==> src/rtl/wdt_pkg.sv <==
package wdt_pkg;
  typedef enum logic [1:0] {
    SRC_OSC   = 2'd0,
    SRC_RTC   = 2'd1,
    SRC_INSTR = 2'd2,
    SRC_NONE  = 2'd3
  } wdt_src_e;
endpackage

==> src/rtl/wdt_tick_sel.sv <==
module wdt_tick_sel
  import wdt_pkg::*;
(
  input  wdt_src_e src,
  input  logic     osc_tick,
  input  logic     rtc_tick,
  input  logic     instr_tick,
  input  logic     halted,
  output logic     tick
);
  logic instr_live;
  assign instr_live = instr_tick & ~halted;

  always_comb begin
    unique case (src)
      SRC_OSC:   tick = osc_tick;
      SRC_RTC:   tick = rtc_tick;
      SRC_INSTR: tick = instr_live;
      default:   tick = 1'b0;
    endcase
  end
endmodule

==> src/rtl/wdt_clear_ctl.sv <==
module wdt_clear_ctl (
  input  logic clk,
  input  logic rst_n,
  input  logic pair_mode,
  input  logic clr_single,
  input  logic clr_a,
  input  logic clr_b,
  output logic cmd_clr,
  output logic pair_done
);
  logic seen_a, seen_b;

  assign pair_done = pair_mode & (seen_a | clr_a) & (seen_b | clr_b);
  assign cmd_clr   = pair_mode ? pair_done : clr_single;

  always_ff @(posedge clk or negedge rst_n) begin
    if (!rst_n) begin
      seen_a <= 1'b0;
      seen_b <= 1'b0;
    end else if (!pair_mode || pair_done) begin
      seen_a <= 1'b0;
      seen_b <= 1'b0;
    end else begin
      seen_a <= seen_a | clr_a;
      seen_b <= seen_b | clr_b;
    end
  end

  AST_PAIR_RESET: assert property (@(posedge clk) disable iff (!rst_n)
    pair_done |=> (!seen_a && !seen_b));
  AST_PAIR_SINGLE_IGNORED: assert property (@(posedge clk) disable iff (!rst_n)
    (pair_mode && clr_single && !clr_a && !clr_b && !seen_a && !seen_b) |-> !cmd_clr);
endmodule

==> src/rtl/wdt_counter.sv <==
module wdt_counter #(
  parameter int PRE_W = 2,
  parameter int CNT_W = 4
) (
  input  logic                     clk,
  input  logic                     rst_n,
  input  logic                     en,
  input  logic                     tick,
  input  logic                     clr,
  output logic                     ovf,
  output logic [PRE_W+CNT_W-1:0]   count
);
  localparam int TOT_W = PRE_W + CNT_W;

  function automatic logic at_top(input logic [TOT_W-1:0] v);
    return &v;
  endfunction

  function automatic logic [TOT_W-1:0] bump(input logic [TOT_W-1:0] v);
    return v + {{(TOT_W-1){1'b0}}, 1'b1};
  endfunction

  assign ovf = en & ~clr & tick & at_top(count);

  always_ff @(posedge clk or negedge rst_n) begin
    if (!rst_n)            count <= '0;
    else if (!en || clr)   count <= '0;
    else if (tick)         count <= bump(count);
  end

  AST_OVF_WRAP: assert property (@(posedge clk) disable iff (!rst_n)
    ovf |=> (count == '0));
  AST_CLR_WINS: assert property (@(posedge clk) disable iff (!rst_n)
    (clr && tick) |=> (count == '0));
endmodule

==> src/rtl/wdt_wake_det.sv <==
module wdt_wake_det #(
  parameter int WAKE_N = 4
) (
  input  logic              clk,
  input  logic              rst_n,
  input  logic [WAKE_N-1:0] pins,
  input  logic [WAKE_N-1:0] en,
  output logic              wake_hit
);
  logic [WAKE_N-1:0] prev;
  logic [WAKE_N-1:0] fall;

  always_ff @(posedge clk or negedge rst_n) begin
    if (!rst_n) prev <= '1;
    else        prev <= pins;
  end

  for (genvar i = 0; i < WAKE_N; i++) begin : g_pin
    assign fall[i] = en[i] & prev[i] & ~pins[i];
  end

  assign wake_hit = |fall;
endmodule

==> src/rtl/wdt_pwr_fsm.sv <==
module wdt_pwr_fsm (
  input  logic clk,
  input  logic rst_n,
  input  logic halt_req,
  input  logic irq,
  input  logic wake_hit,
  input  logic ovf,
  output logic halt_enter,
  output logic halted,
  output logic pd_flag,
  output logic to_flag,
  output logic wdt_ovf,
  output logic chip_rst,
  output logic warm_rst
);
  logic wake_any;
  assign halt_enter = halt_req & ~halted;
  assign wake_any   = irq | wake_hit;

  always_ff @(posedge clk or negedge rst_n) begin
    if (!rst_n) begin
      halted   <= 1'b0;
      pd_flag  <= 1'b0;
      to_flag  <= 1'b0;
      wdt_ovf  <= 1'b0;
      chip_rst <= 1'b0;
      warm_rst <= 1'b0;
    end else begin
      wdt_ovf  <= ovf;
      chip_rst <= ovf & ~halted;
      warm_rst <= ovf & halted;
      if (ovf) begin
        to_flag <= 1'b1;
        halted  <= 1'b0;
        if (!halted) pd_flag <= 1'b0;
      end else if (halted) begin
        if (wake_any) halted <= 1'b0;
      end else if (halt_enter) begin
        halted  <= 1'b1;
        pd_flag <= 1'b1;
        to_flag <= 1'b0;
      end
    end
  end

  AST_HALT_ENTER: assert property (@(posedge clk) disable iff (!rst_n)
    halt_enter |=> (halted && pd_flag && !to_flag));
  AST_WAKE_EXIT: assert property (@(posedge clk) disable iff (!rst_n)
    (halted && wake_any) |=> !halted);
  AST_RST_EXCL: assert property (@(posedge clk) disable iff (!rst_n)
    $onehot0({chip_rst, warm_rst}));
  AST_WARM_FROM_HALT: assert property (@(posedge clk) disable iff (!rst_n)
    (ovf && halted) |=> (warm_rst && !halted && pd_flag && to_flag));
  AST_CHIP_FROM_RUN: assert property (@(posedge clk) disable iff (!rst_n)
    (ovf && !halted) |=> (chip_rst && !pd_flag && to_flag));
endmodule

==> src/rtl/wdt_pwr_ctrl.sv <==
module wdt_pwr_ctrl
  import wdt_pkg::*;
#(
  parameter int PRE_W  = 2,
  parameter int CNT_W  = 4,
  parameter int WAKE_N = 4
) (
  input  logic              clk,
  input  logic              rst_n,
  input  logic [1:0]        cfg_src,
  input  logic              cfg_wdt_en,
  input  logic              cfg_pair_mode,
  input  logic              osc_tick,
  input  logic              rtc_tick,
  input  logic              instr_tick,
  input  logic              clr_single,
  input  logic              clr_a,
  input  logic              clr_b,
  input  logic              halt_req,
  input  logic              irq,
  input  logic [WAKE_N-1:0] wake_pins,
  input  logic [WAKE_N-1:0] wake_en,
  output logic              sys_clk_en,
  output logic              halted,
  output logic              pd_flag,
  output logic              to_flag,
  output logic              wdt_ovf,
  output logic              chip_rst,
  output logic              warm_rst
);
  localparam int TOT_W = PRE_W + CNT_W;

  wdt_src_e         src;
  logic             sel_tick;
  logic             cmd_clr;
  logic             pair_done;
  logic             halt_enter;
  logic             cnt_clr;
  logic             cnt_ovf;
  logic             wake_hit;
  logic [TOT_W-1:0] count;

  assign src        = wdt_src_e'(cfg_src);
  assign cnt_clr    = cmd_clr | halt_enter;
  assign sys_clk_en = ~halted;

  wdt_tick_sel u_sel (
    .src(src), .osc_tick(osc_tick), .rtc_tick(rtc_tick),
    .instr_tick(instr_tick), .halted(halted), .tick(sel_tick)
  );

  wdt_clear_ctl u_clr (
    .clk(clk), .rst_n(rst_n), .pair_mode(cfg_pair_mode),
    .clr_single(clr_single), .clr_a(clr_a), .clr_b(clr_b),
    .cmd_clr(cmd_clr), .pair_done(pair_done)
  );

  wdt_counter #(.PRE_W(PRE_W), .CNT_W(CNT_W)) u_cnt (
    .clk(clk), .rst_n(rst_n), .en(cfg_wdt_en), .tick(sel_tick),
    .clr(cnt_clr), .ovf(cnt_ovf), .count(count)
  );

  wdt_wake_det #(.WAKE_N(WAKE_N)) u_wake (
    .clk(clk), .rst_n(rst_n), .pins(wake_pins), .en(wake_en), .wake_hit(wake_hit)
  );

  wdt_pwr_fsm u_pwr (
    .clk(clk), .rst_n(rst_n), .halt_req(halt_req), .irq(irq),
    .wake_hit(wake_hit), .ovf(cnt_ovf), .halt_enter(halt_enter),
    .halted(halted), .pd_flag(pd_flag), .to_flag(to_flag),
    .wdt_ovf(wdt_ovf), .chip_rst(chip_rst), .warm_rst(warm_rst)
  );

  AST_INSTR_GATED: assert property (@(posedge clk) disable iff (!rst_n)
    (halted && src == SRC_INSTR && !cnt_clr) |=> $stable(count));
  AST_DISABLED_QUIET: assert property (@(posedge clk) disable iff (!rst_n)
    !cfg_wdt_en |=> (!wdt_ovf && !chip_rst && !warm_rst));
  AST_HALT_CLEARS: assert property (@(posedge clk) disable iff (!rst_n)
    halt_enter |=> (count == '0));
endmodule

==> config.mk <==
export PLATFORM = sky130hd
export DESIGN_NAME = wdt_pwr_ctrl
export DESIGN_NICKNAME = d
export VERILOG_FILES = /design/src/rtl/wdt_pkg.sv /design/src/rtl/wdt_tick_sel.sv /design/src/rtl/wdt_clear_ctl.sv /design/src/rtl/wdt_counter.sv /design/src/rtl/wdt_wake_det.sv /design/src/rtl/wdt_pwr_fsm.sv /design/src/rtl/wdt_pwr_ctrl.sv
export SDC_FILE = /design/constraint.sdc
export NUM_CORES = 1
export LEC_CHECK = 0
export BUFFER_PORTS_ARGS = -buffer_cell sky130_fd_sc_hd__buf_4
export CAP_MARGIN = 10
export CORE_MARGIN = 2
export CORE_UTILIZATION = 48
export CTS_CLUSTER_DIAMETER = 120
export DETAILED_ROUTE_END_ITERATION = 6
export HOLD_SLACK_MARGIN = 0.15
export PLACE_DENSITY = 0.73
export SLEW_MARGIN = 40
export SYNTH_ARGS = -nofsm -noshare
export SYNTH_HDL_FRONTEND = slang
export SYNTH_SLANG_ARGS = --single-unit
==> constraint.sdc <==
create_clock -name clk -period 1.9 [get_ports clk]
set_clock_uncertainty 0.15 [all_clocks]
set_input_delay 0.38 -clock clk [delete_from_list [all_inputs] [get_ports clk]]
set_output_delay 0.38 -clock clk [all_outputs]
set_load 0.02 [all_outputs]
==> results of run 1 <==
-- area by class of cell --
type,count,share of cell area
sequential,18,0.3722
clock buffer,4,0.02965
tap,25,0.02556
multi-input combinational,55,0.3313
timing repair buffer,36,0.2352
inverter,2,0.006135
-- logic make-up (layout without fill, tap and decap cells) --
| logic type | Yosys count | count (layout) | synth area share |
|---|---|---|---|
| and+or+nand+nor | 32 | 32 | 0.2046 |
| DFF | 18 | 18 | 0.5245 |
| buffers and inverters | 2 | 42 | 0.008649 |
| AOI/OAI and AO/OA | 19 | 19 | 0.2133 |
| muxes | 3 | 3 | 0.03458 |
| adders and majority gates | 1 | 1 | 0.01441 |
-- stage by stage --
step	instance area (µm²)	setup WS (ns)	std cells
final	1224	0.1858	140
after global routing	1224	0.09578	140
after CTS	1224	0.1827	140
after detailed placement	1117	0.1778	129
after global placement	1117	0.2104	129
after floorplan	868.3	0.2407	75
-- worst max-delay path by stage --
stage,startpoint,to,depth (start not counted)
floorplan,u_pwr.halted$_DFF_PN0_,u_pwr.warm_rst$_DFF_PN0_,4
global placement,clr_b,u_pwr.warm_rst$_DFF_PN0_,5
detailed placement,clr_b,u_pwr.warm_rst$_DFF_PN0_,5
CTS,u_pwr.halted$_DFF_PN0_,u_pwr.warm_rst$_DFF_PN0_,4
global route,u_pwr.halted$_DFF_PN0_,u_pwr.warm_rst$_DFF_PN0_,4
finish,u_pwr.halted$_DFF_PN0_,u_pwr.warm_rst$_DFF_PN0_,4
-- cells in the mapped netlist --
library cell	instances
sky130_fd_sc_hd__and3_1	1
sky130_fd_sc_hd__o31a_1	1
sky130_fd_sc_hd__a21o_1	1
sky130_fd_sc_hd__mux2i_1	3
sky130_fd_sc_hd__ha_1	1
sky130_fd_sc_hd__nor3_1	4
sky130_fd_sc_hd__a2111o_1	1
sky130_fd_sc_hd__o2111ai_1	2
sky130_fd_sc_hd__nand2b_2	1
sky130_fd_sc_hd__a21o_2	1
sky130_fd_sc_hd__and2_1	1
sky130_fd_sc_hd__a21oi_1	3
sky130_fd_sc_hd__nor2_2	1
sky130_fd_sc_hd__nor4b_1	1
sky130_fd_sc_hd__o221ai_1	1
sky130_fd_sc_hd__nand2_1	8
sky130_fd_sc_hd__o21ai_0	2
sky130_fd_sc_hd__and3b_1	1
sky130_fd_sc_hd__dfstp_2	4
sky130_fd_sc_hd__a2111oi_4	1
sky130_fd_sc_hd__dfrtp_1	14
sky130_fd_sc_hd__nand3_1	3
sky130_fd_sc_hd__nand2b_1	6
sky130_fd_sc_hd__nand3b_1	3
sky130_fd_sc_hd__nor2_1	2
sky130_fd_sc_hd__inv_1	2
sky130_fd_sc_hd__o2111ai_4	1
sky130_fd_sc_hd__a21boi_0	1
sky130_fd_sc_hd__o21ai_2	1
sky130_fd_sc_hd__o21ai_1	1
sky130_fd_sc_hd__o41a_1	1
sky130_fd_sc_hd__o2111a_1	1
-- per-layer routing --
metal	share of wire	up-vias	wire length [µm]
li1	-	356	-
met1	0.40	355	748
met2	0.53	24	984
met3	0.048	2	88
met4	0.014	0	25
met5	0	-	0
-- tightest hold or removal path, cell delays in order --
cell and delay (ns):
sky130_fd_sc_hd__buf_4 0.08, sky130_fd_sc_hd__o41a_1 0.13, sky130_fd_sc_hd__nor2_1 0.04
-- flip-flops by register name, summed over array words and instances, names as in the netlist --
signal          count
u_cnt.count         6
u_pwr.halted        1
u_pwr.wdt_ovf       1
u_pwr.pd_flag       1
u_pwr.warm_rst      1
u_pwr.to_flag       1
u_clr.seen_b        1
u_clr.seen_a        1
u_pwr.chip_rst      1
u_wake.prev         4
-- report_power, final --
part | switching [mW] | leakage, nW | internal [mW] | total (mW)
logic | 0.0632 | 0.304 | 0.0688 | 0.132
clock network | 0.126 | 0.0210 | 0.117 | 0.243
registers | 0.00765 | 0.229 | 0.397 | 0.404
total | 0.197 | 0.555 | 0.582 | 0.779
==> flow_metrics.env, run 1 <==
export IMPL_worst_hold_path_type="primary input to flip-flop"
export IMPL_timing_final_setup_violations=0
export IMPL_floorplan_die_area_um2=2165
export IMPL_wire_per_inst_um=13.19
export IMPL_number_of_hold_violations_in_the_final_report=0
export IMPL_first_pass_iters=4
export IMPL_cts_resized=0
export IMPL_initial_antenna_violation_count=0
export IMPL_crit_slowest_cell="sky130_fd_sc_hd__a2111oi_4"
export IMPL_worst_hold_path_cells=3
export IMPL_yosysWarnings=0
export IMPL_crit_path_start_kind="flip-flop"
export IMPL_n_fill_cell=140
export IMPL_cts_repair_timing_setup_buffer_count=0
export IMPL_setup_reg_to_reg_worst_slack_ns=0.19
export IMPL_insertedDiodeCount=0
export IMPL_worstRegToRegCells=4
export IMPL_slew_headroom=0.7729
export IMPL_layout_common_cells="sky130_fd_sc_hd__buf_4, sky130_fd_sc_hd__dfrtp_1, sky130_fd_sc_hd__nand2_1"
export IMPL_final_antenna_net_count=0
export IMPL_cts_max_level=1
export IMPL_maxCapViolCount=0
export IMPL_post_route_util=0.7165
export IMPL_synth_cell_types=32
export IMPL_synthesized_instance_count=75
export IMPL_post_cts_hold_buffer_count=7
export IMPL_status="completed"
export IMPL_grt_overflow=0
export IMPL_crit_required_ns=1.99
export IMPL_mostFrequentLayoutCell="sky130_fd_sc_hd__buf_4"
export IMPL_grt_start_max_net_pins=19
export IMPL_vdd_ir_drop_max_mv=0.4712
export IMPL_remaining_drc_errors=0
export IMPL_worstSetupEndpointType="flip-flop"
export IMPL_grt_setup_unrepaired="false"
export IMPL_latest_clock_arrival_within_the_worst_skew_pair_ns=0.31
export IMPL_worst_endpoint_data_arrival_time_ns=1.80
export IMPL_vias_per_cell=5.264
export IMPL_groute_layer_met2_usage=0.3389
export IMPL_drv_slew=0
export IMPL_start_util=0.5084
export IMPL_clockRootBuffer="sky130_fd_sc_hd__clkbuf_4"
export IMPL_power_density_cell_area_nw_per_um2=637.0
export IMPL_seq_area_um2=455.4
export IMPL_x_dimension_of_the_die_um=46.53
export IMPL_drt_initial_drc_count=9
export IMPL_rows=15
export IMPL_totalNegativeSetupSlack_ns=0
export IMPL_power_static_leakage_nw=0.5548
export IMPL_grt_pass1_vias=655
export IMPL_io_pins=29
export IMPL_ys_top_cells_by_area="sky130_fd_sc_hd__dfrtp_1, sky130_fd_sc_hd__dfstp_2, sky130_fd_sc_hd__nand2b_1, sky130_fd_sc_hd__mux2i_1, sky130_fd_sc_hd__nand2_1"
export IMPL_timing_rr_end="u_pwr.warm_rst$_DFF_PN0_"
export IMPL_synth_largest_area_cell="sky130_fd_sc_hd__dfrtp_1"
export IMPL_wire_length_of_the_first_global_routing_pass_um=2918
export IMPL_cts_buffers_inserted=3
export IMPL_drive_above_1_share=0.3739
export IMPL_gr_usage_all_layers=0.2037
export IMPL_finalWirelength_um=1847
export IMPL_synth_yosys_seq_area_share=0.5245
export IMPL_syn_num_nets=98
export IMPL_io_buffer_count=28
export IMPL_postSynthAreaPerCell_um2=11.58
export IMPL_final_min_period_over_clock_period=0.9022
export IMPL_max_stage_delay_ns=0.44
export IMPL_routed_via_count=737
export IMPL_cts_num_sinks=18
export IMPL_netlist_area_um2=868.3
export IMPL_num_nets_final=139
export IMPL_crit_chain="nand3b_1 -> a21o_1 -> a2111oi_4 -> and2_1"
export IMPL_dpl_hpwl_um=1329
export IMPL_synth_seq_cells=18
export IMPL_gp_congestion=0.8177
export IMPL_hold_ws_ns=0.1858
export IMPL_syn2layout_area_growth_pct=40.92
export IMPL_max_freq_ghz=0.5833
export IMPL_worst_slew_pin_transition_ns=0.3406
export IMPL_clock_path_buffers=2
export IMPL_cts_tree="yes"
export IMPL_hold_start="irq"
export IMPL_buffer_and_inverter_count_on_the_worst_path=0
export IMPL_crit_path_max_fanout=5
export IMPL_timing_hold_worst_endpoint="u_pwr.halted$_DFF_PN0_"
export IMPL_path_class="flip-flop to flip-flop"
export IMPL_fp_coreArea_um2=1708
export IMPL_dieHeight_um=46.53
export IMPL_path_clk_slew_ns=0.11
export IMPL_power_mw=0.7795
export IMPL_final_period_minus_worst_setup_slack_ns=1.714
export IMPL_cp_top_family="compound AO/OA/AOI/OAI gates"
export IMPL_groute_layer_met1_usage=0.2580
export IMPL_post_synth_top_area_fraction=0.4035
export IMPL_rr_startpoint="u_pwr.halted$_DFF_PN0_"
export IMPL_grt_most_used_layer="met2"
export IMPL_multiInputGateArea_um2=405.4
export IMPL_grt_met3_usage=0.02353
No activity file was read; power rests on OpenSTA's default activity.
==> run 2, diff against run 1 <==
--- a/config.mk
+++ b/config.mk
@@ -7,8 +7,11 @@
 export LEC_CHECK = 0
 export BUFFER_PORTS_ARGS = -buffer_cell sky130_fd_sc_hd__buf_4
 export CAP_MARGIN = 10
+export CELL_PAD_IN_SITES_DETAIL_PLACEMENT = 1
+export CELL_PAD_IN_SITES_GLOBAL_PLACEMENT = 2
+export CORE_ASPECT_RATIO = 1.75
 export CORE_MARGIN = 2
-export CORE_UTILIZATION = 48
+export CORE_UTILIZATION = 30
 export CTS_CLUSTER_DIAMETER = 120
 export DETAILED_ROUTE_END_ITERATION = 6
 export HOLD_SLACK_MARGIN = 0.15
==> flow_metrics.env, run 2 (same netlist as run 1, synthesis figures left out) <==
export IMPL_gr_usage_all_layers=0.1448
export IMPL_power_density_cell_area_nw_per_um2=688.5
export IMPL_io_buffer_count=28
export IMPL_post_route_util=0.4566
export IMPL_crit_path_start_kind="flip-flop"
export IMPL_drt_initial_drc_count=11
export IMPL_crit_chain="nand3b_1 -> a21o_1 -> a2111oi_4 -> and2_1"
export IMPL_power_switching_share=0.2390
export IMPL_io_pins=29
export IMPL_cts_num_sinks=18
export IMPL_vias_per_cell=5.261
export IMPL_crit_path_max_fanout=5
export IMPL_latest_clock_arrival_within_the_worst_skew_pair_ns=0.25
export IMPL_cts_tree="yes"
export IMPL_cts_buffers_inserted=3
export IMPL_grt_overflow=0
export IMPL_syn2layout_area_growth_pct=43.08
export IMPL_post_layout_nonfiller_instances=142
export IMPL_final_period_minus_worst_setup_slack_ns=1.709
export IMPL_switchingPower_mw=0.2044
export IMPL_floorplan_die_area_um2=3358
export IMPL_rows=25
export IMPL_max_freq_ghz=0.5850
export IMPL_power_mw=0.8554
export IMPL_timing_final_setup_violations=0
export IMPL_drv_slew=0
export IMPL_worst_endpoint_data_arrival_time_ns=1.75
export IMPL_reg_top3="u_cnt.count: 6 flops, u_wake.prev: 4 flops"
export IMPL_totalNegativeSetupSlack_ns=0
export IMPL_dpl_hpwl_um=1734
export IMPL_clock_path_buffers=2
export IMPL_clockRootBuffer="sky130_fd_sc_hd__clkbuf_8"
export IMPL_drive_above_1_share=0.3826
export IMPL_final_antenna_net_count=0
export IMPL_initial_antenna_violation_count=0
export IMPL_grt_setup_unrepaired="false"
export IMPL_sequentialPowerShare=0.473
export IMPL_power_frac_comb=0.159
export IMPL_path_clk_slew_ns=0.07
export IMPL_crit_slowest_cell="sky130_fd_sc_hd__a2111oi_4"
export IMPL_grt_pass1_vias=791
export IMPL_status="completed"
export IMPL_vdd_ir_drop_max_mv=0.3549
export IMPL_max_stage_delay_ns=0.43
export IMPL_power_static_leakage_nw=0.5629
export IMPL_start_util=0.3191
export IMPL_layout_common_cells="sky130_fd_sc_hd__buf_4, sky130_fd_sc_hd__dfrtp_1, sky130_fd_sc_hd__nand2_1"
export IMPL_regMostFlops="u_cnt.count"
export IMPL_worst_hold_path_type="primary input to flip-flop"
export IMPL_worstSetupEndpointType="flip-flop"
export IMPL_routed_via_count=747
export IMPL_numPlacedInstances=132
export IMPL_post_cts_hold_buffer_count=5
export IMPL_wire_length_of_the_first_global_routing_pass_um=3519
export IMPL_finalWirelength_um=2156
export IMPL_num_nets_final=139
export IMPL_fp_coreArea_um2=2721
export IMPL_n_fill_cell=321
export IMPL_cts_max_level=1
export IMPL_dieHeight_um=75.17
export IMPL_cts_resized=0
export IMPL_crit_required_ns=1.94
export IMPL_gp_congestion=0.7287
export IMPL_number_of_hold_violations_in_the_final_report=0
export IMPL_worst_slew_pin_transition_ns=0.3817
export IMPL_final_min_period_over_clock_period=0.8997
export IMPL_cts_repair_timing_setup_buffer_count=0
export IMPL_slew_headroom=0.7438
export IMPL_remaining_drc_errors=0
export IMPL_grt_start_max_net_pins=19
export IMPL_internal_power_mw=0.6510
export IMPL_flip_flop_count_of_the_largest_register_after_layout=6
export IMPL_clockPowerShare=0.367
export IMPL_wire_per_inst_um=15.18
export IMPL_first_pass_iters=4
export IMPL_maxCapViolCount=0
export IMPL_insertedDiodeCount=0
export IMPL_mostFrequentLayoutCell="sky130_fd_sc_hd__buf_4"
export IMPL_x_dimension_of_the_die_um=44.67
export IMPL_path_class="flip-flop to flip-flop"
run 2: cell type report:
cell class              count  area (µm²)  share of cell area
flip-flops and latches     18       455.4              0.3666
clock buffers               4       55.05             0.04431
well taps                  27       33.78             0.02719
repair buffers             36       285.3              0.2296
inverters                   2       7.507            0.006042
multi-input cells          55       405.4              0.3263
run 2: power groups by stage:
stage	Combinational [mW]	Clock, mW	Sequential, mW
after CTS	0.137	0.325	0.405
after global placement	0.127	0	0.411
after floorplan	0.0525	0	0.413
final	0.136	0.314	0.405
after global routing	0.150	0.341	0.406
after detailed placement	0.128	0	0.412
run 2: metrics by stage:
stage | hold WS (ns) | cell area (µm²) | setup WS [ns]
2_1_floorplan | -0.06559 | 868.3 | 0.2407
3_3_place_gp | 0.1121 | 1127 | 0.2022
3_5_place_dp | 0.1141 | 1127 | 0.1726
4_1_cts | 0.1513 | 1232 | 0.1678
5_1_grt | 0.1611 | 1242 | 0.06796
6_report | 0.1509 | 1242 | 0.1906
run 2: worst max-delay path: cells and delay by family, from the launching register on:
family	cells	cell delay, ns
DFF	1	0.42
and+or+nand+nor	2	0.37
AOI/OAI and AO/OA	2	0.70
run 2: worst paths after layout:
path                                        start                       end  slack, ns  cells after the start
max                        u_pwr.halted$_DFF_PN0_  u_pwr.warm_rst$_DFF_PN0_       0.19                      4
min                                         clr_b    u_clr.seen_a$_DFF_PN0_       0.15                      2
max reg2reg                u_pwr.halted$_DFF_PN0_  u_pwr.warm_rst$_DFF_PN0_       0.19                      4
min reg2reg                u_clr.seen_b$_DFF_PN0_    u_clr.seen_a$_DFF_PN0_       0.32                      1
max in group asynchronous                   rst_n  u_wake.prev[2]$_DFF_PN1_       0.95                      2
min in group asynchronous                   rst_n    u_clr.seen_a$_DFF_PN0_       0.39                      2
run 2: layer usage:
metal,vias to the layer above,part of all wire,GRT usage
li1,358,-,-
met1,370,0.38,0.1463
met2,17,0.57,0.2850
met3,2,0.039,0.02158
met4,0,0.0097,0.05051
met5,-,0,0
==> run 3, diff against run 2 <==
==> constraint.sdc (replaced) <==
create_clock -name clk -period 1.91 [get_ports clk]
set_clock_uncertainty 0.15 [all_clocks]
set_input_delay 0.382 -clock clk [delete_from_list [all_inputs] [get_ports clk]]
set_output_delay 0.382 -clock clk [all_outputs]
set_load 0.02 [all_outputs]
==> flow_metrics.env, run 3 (same netlist as run 1, synthesis figures left out) <==
export IMPL_drv_slew=0
export IMPL_io_pins=29
export IMPL_start_util=0.3191
export IMPL_crit_required_ns=1.95
export IMPL_routed_via_count=745
export IMPL_drive_above_1_share=0.3860
export IMPL_layout_setup_ws_ns=0.2005
export IMPL_worstSetupEndpointType="flip-flop"
export IMPL_path_clk_slew_ns=0.07
export IMPL_maxCapViolCount=0
export IMPL_clockPowerShare=0.369
export IMPL_rows=25
export IMPL_rr_startpoint="u_pwr.halted$_DFF_PN0_"
export IMPL_drt_initial_drc_count=14
export IMPL_cts_buffers_inserted=3
export IMPL_power_mw=0.8504
export IMPL_remaining_drc_errors=0
export IMPL_final_min_period_over_clock_period=0.8950
export IMPL_floorplan_die_area_um2=3358
export IMPL_latest_clock_arrival_within_the_worst_skew_pair_ns=0.25
export IMPL_power_static_leakage_nw=0.5588
export IMPL_clock_path_buffers=2
export IMPL_dpl_hpwl_um=1734
export IMPL_sequentialPowerShare=0.473
export IMPL_mostFrequentLayoutCell="sky130_fd_sc_hd__buf_4"
export IMPL_grt_overflow=0
export IMPL_clockRootBuffer="sky130_fd_sc_hd__clkbuf_8"
export IMPL_power_frac_comb=0.158
export IMPL_setup_worst_path_end="u_pwr.warm_rst$_DFF_PN0_"
export IMPL_number_of_hold_violations_in_the_final_report=0
export IMPL_post_cts_hold_buffer_count=5
export IMPL_x_dimension_of_the_die_um=44.67
export IMPL_power_switching_share=0.2401
export IMPL_syn2layout_area_growth_pct=41.93
export IMPL_status="completed"
export IMPL_cts_max_level=1
export IMPL_totalNegativeSetupSlack_ns=0
export IMPL_timing_final_setup_violations=0
export IMPL_io_buffer_count=28
export IMPL_grt_pass1_vias=791
export IMPL_num_nets_final=138
export IMPL_cts_num_sinks=18
export IMPL_reg_top3="u_cnt.count: 6 flops, u_wake.prev: 4 flops"
export IMPL_dpl_worst_slack_ns=0.1806
export IMPL_cts_resized=0
export IMPL_timing_rr_end="u_pwr.warm_rst$_DFF_PN0_"
export IMPL_worst_slew_pin_transition_ns=0.3816
export IMPL_vdd_ir_drop_max_mv=0.3531
export IMPL_worstRegToRegCells=4
export IMPL_critPathLaunch="u_pwr.halted$_DFF_PN0_"
export IMPL_layout_common_cells="sky130_fd_sc_hd__buf_4, sky130_fd_sc_hd__dfrtp_1, sky130_fd_sc_hd__nand2_1"
export IMPL_flip_flop_count_of_the_largest_register_after_layout=6
export IMPL_grt_setup_unrepaired="false"
export IMPL_first_pass_iters=5
export IMPL_final_period_minus_worst_setup_slack_ns=1.710
export IMPL_internal_power_mw=0.6462
export IMPL_cts_tree="yes"
export IMPL_slew_headroom=0.7439
export IMPL_vias_per_cell=5.284
export IMPL_finalWirelength_um=2153
export IMPL_switchingPower_mw=0.2042
export IMPL_wire_per_inst_um=15.27
export IMPL_max_freq_ghz=0.5850
export IMPL_insertedDiodeCount=0
export IMPL_initial_antenna_violation_count=0
export IMPL_setup_reg_to_reg_worst_slack_ns=0.20
export IMPL_wire_length_of_the_first_global_routing_pass_um=3519
export IMPL_gr_usage_all_layers=0.1448
export IMPL_cts_repair_timing_setup_buffer_count=0
export IMPL_crit_path_start_kind="flip-flop"
export IMPL_regMostFlops="u_cnt.count"
export IMPL_worst_hold_path_type="primary input to flip-flop"
export IMPL_final_antenna_net_count=0
export IMPL_power_density_cell_area_nw_per_um2=690.0
export IMPL_crit_path_max_fanout=5
export IMPL_gp_congestion=0.7287
export IMPL_worst_endpoint_data_arrival_time_ns=1.75
export IMPL_path_class="flip-flop to flip-flop"
export IMPL_grt_start_max_net_pins=19
export IMPL_dieHeight_um=75.17
export IMPL_fp_coreArea_um2=2721
==> run 3: changes by cell type in the layout (fill, tap and decap cells not counted) <==
cell                            change
sky130_fd_sc_hd__dlygate4sd3_1      -1
==> run 3: layer usage <==
metal  track usage  wire (µm)
met5             0          0
met4       0.05051         21
met1        0.1463        819
met3       0.02158         88
met2        0.2850       1224
==> run 3: power by group through the flow <==
| stage | clock network, mW | logic (mW) | registers [mW] |
|---|---|---|---|
| 6_report | 0.314 | 0.134 | 0.403 |
| 5_1_grt | 0.340 | 0.147 | 0.404 |
| 4_1_cts | 0.323 | 0.136 | 0.403 |
| 3_5_place_dp | 0 | 0.127 | 0.410 |
| 3_3_place_gp | 0 | 0.126 | 0.409 |
| 2_1_floorplan | 0 | 0.0522 | 0.411 |
==> run 3: per-stage QoR <==
| stage | util | std cells | hold WS [ns] | area [µm²] |
|---|---|---|---|---|
| after floorplan | - | 75 | -0.06359 | 868.3 |
| after global placement | 0.4143 | 132 | 0.1141 | 1127 |
| after detailed placement | 0.4143 | 132 | 0.1161 | 1127 |
| after CTS | 0.4529 | 141 | 0.1533 | 1232 |
| after global routing | 0.4529 | 141 | 0.1514 | 1232 |
| final | 0.4529 | 141 | 0.1515 | 1232 |
==> run 3: worst max-delay path, stage by stage, from the launching register on <==
cell and delay [ns]:
sky130_fd_sc_hd__dfrtp_1 0.42, sky130_fd_sc_hd__nand3b_1 0.20, sky130_fd_sc_hd__a21o_1 0.27, sky130_fd_sc_hd__a2111oi_4 0.44, sky130_fd_sc_hd__and2_1 0.17
==> run 3: final cells by class <==
class | count | area, µm²
well taps | 27 | 33.78
multi-input cells | 55 | 405.4
flip-flops and latches | 18 | 455.4
fillers | 323 | 1489
repair buffers | 35 | 275.3
clock buffers | 4 | 55.05
inverters | 2 | 7.507
==> run 3: how the worst min path moves through the flow <==
stage | cells past startpoint | start | endpoint | slack [ns]
finish | 2 | clr_b | u_clr.seen_a$_DFF_PN0_ | 0.15
global route | 2 | clr_a | u_clr.seen_b$_DFF_PN0_ | 0.15
CTS | 2 | clr_a | u_clr.seen_b$_DFF_PN0_ | 0.15
detailed placement | 1 | rst_n | u_clr.seen_a$_DFF_PN0_ | 0.12
global placement | 1 | rst_n | u_clr.seen_a$_DFF_PN0_ | 0.11
floorplan | 0 | rst_n | u_clr.seen_a$_DFF_PN0_ | -0.06
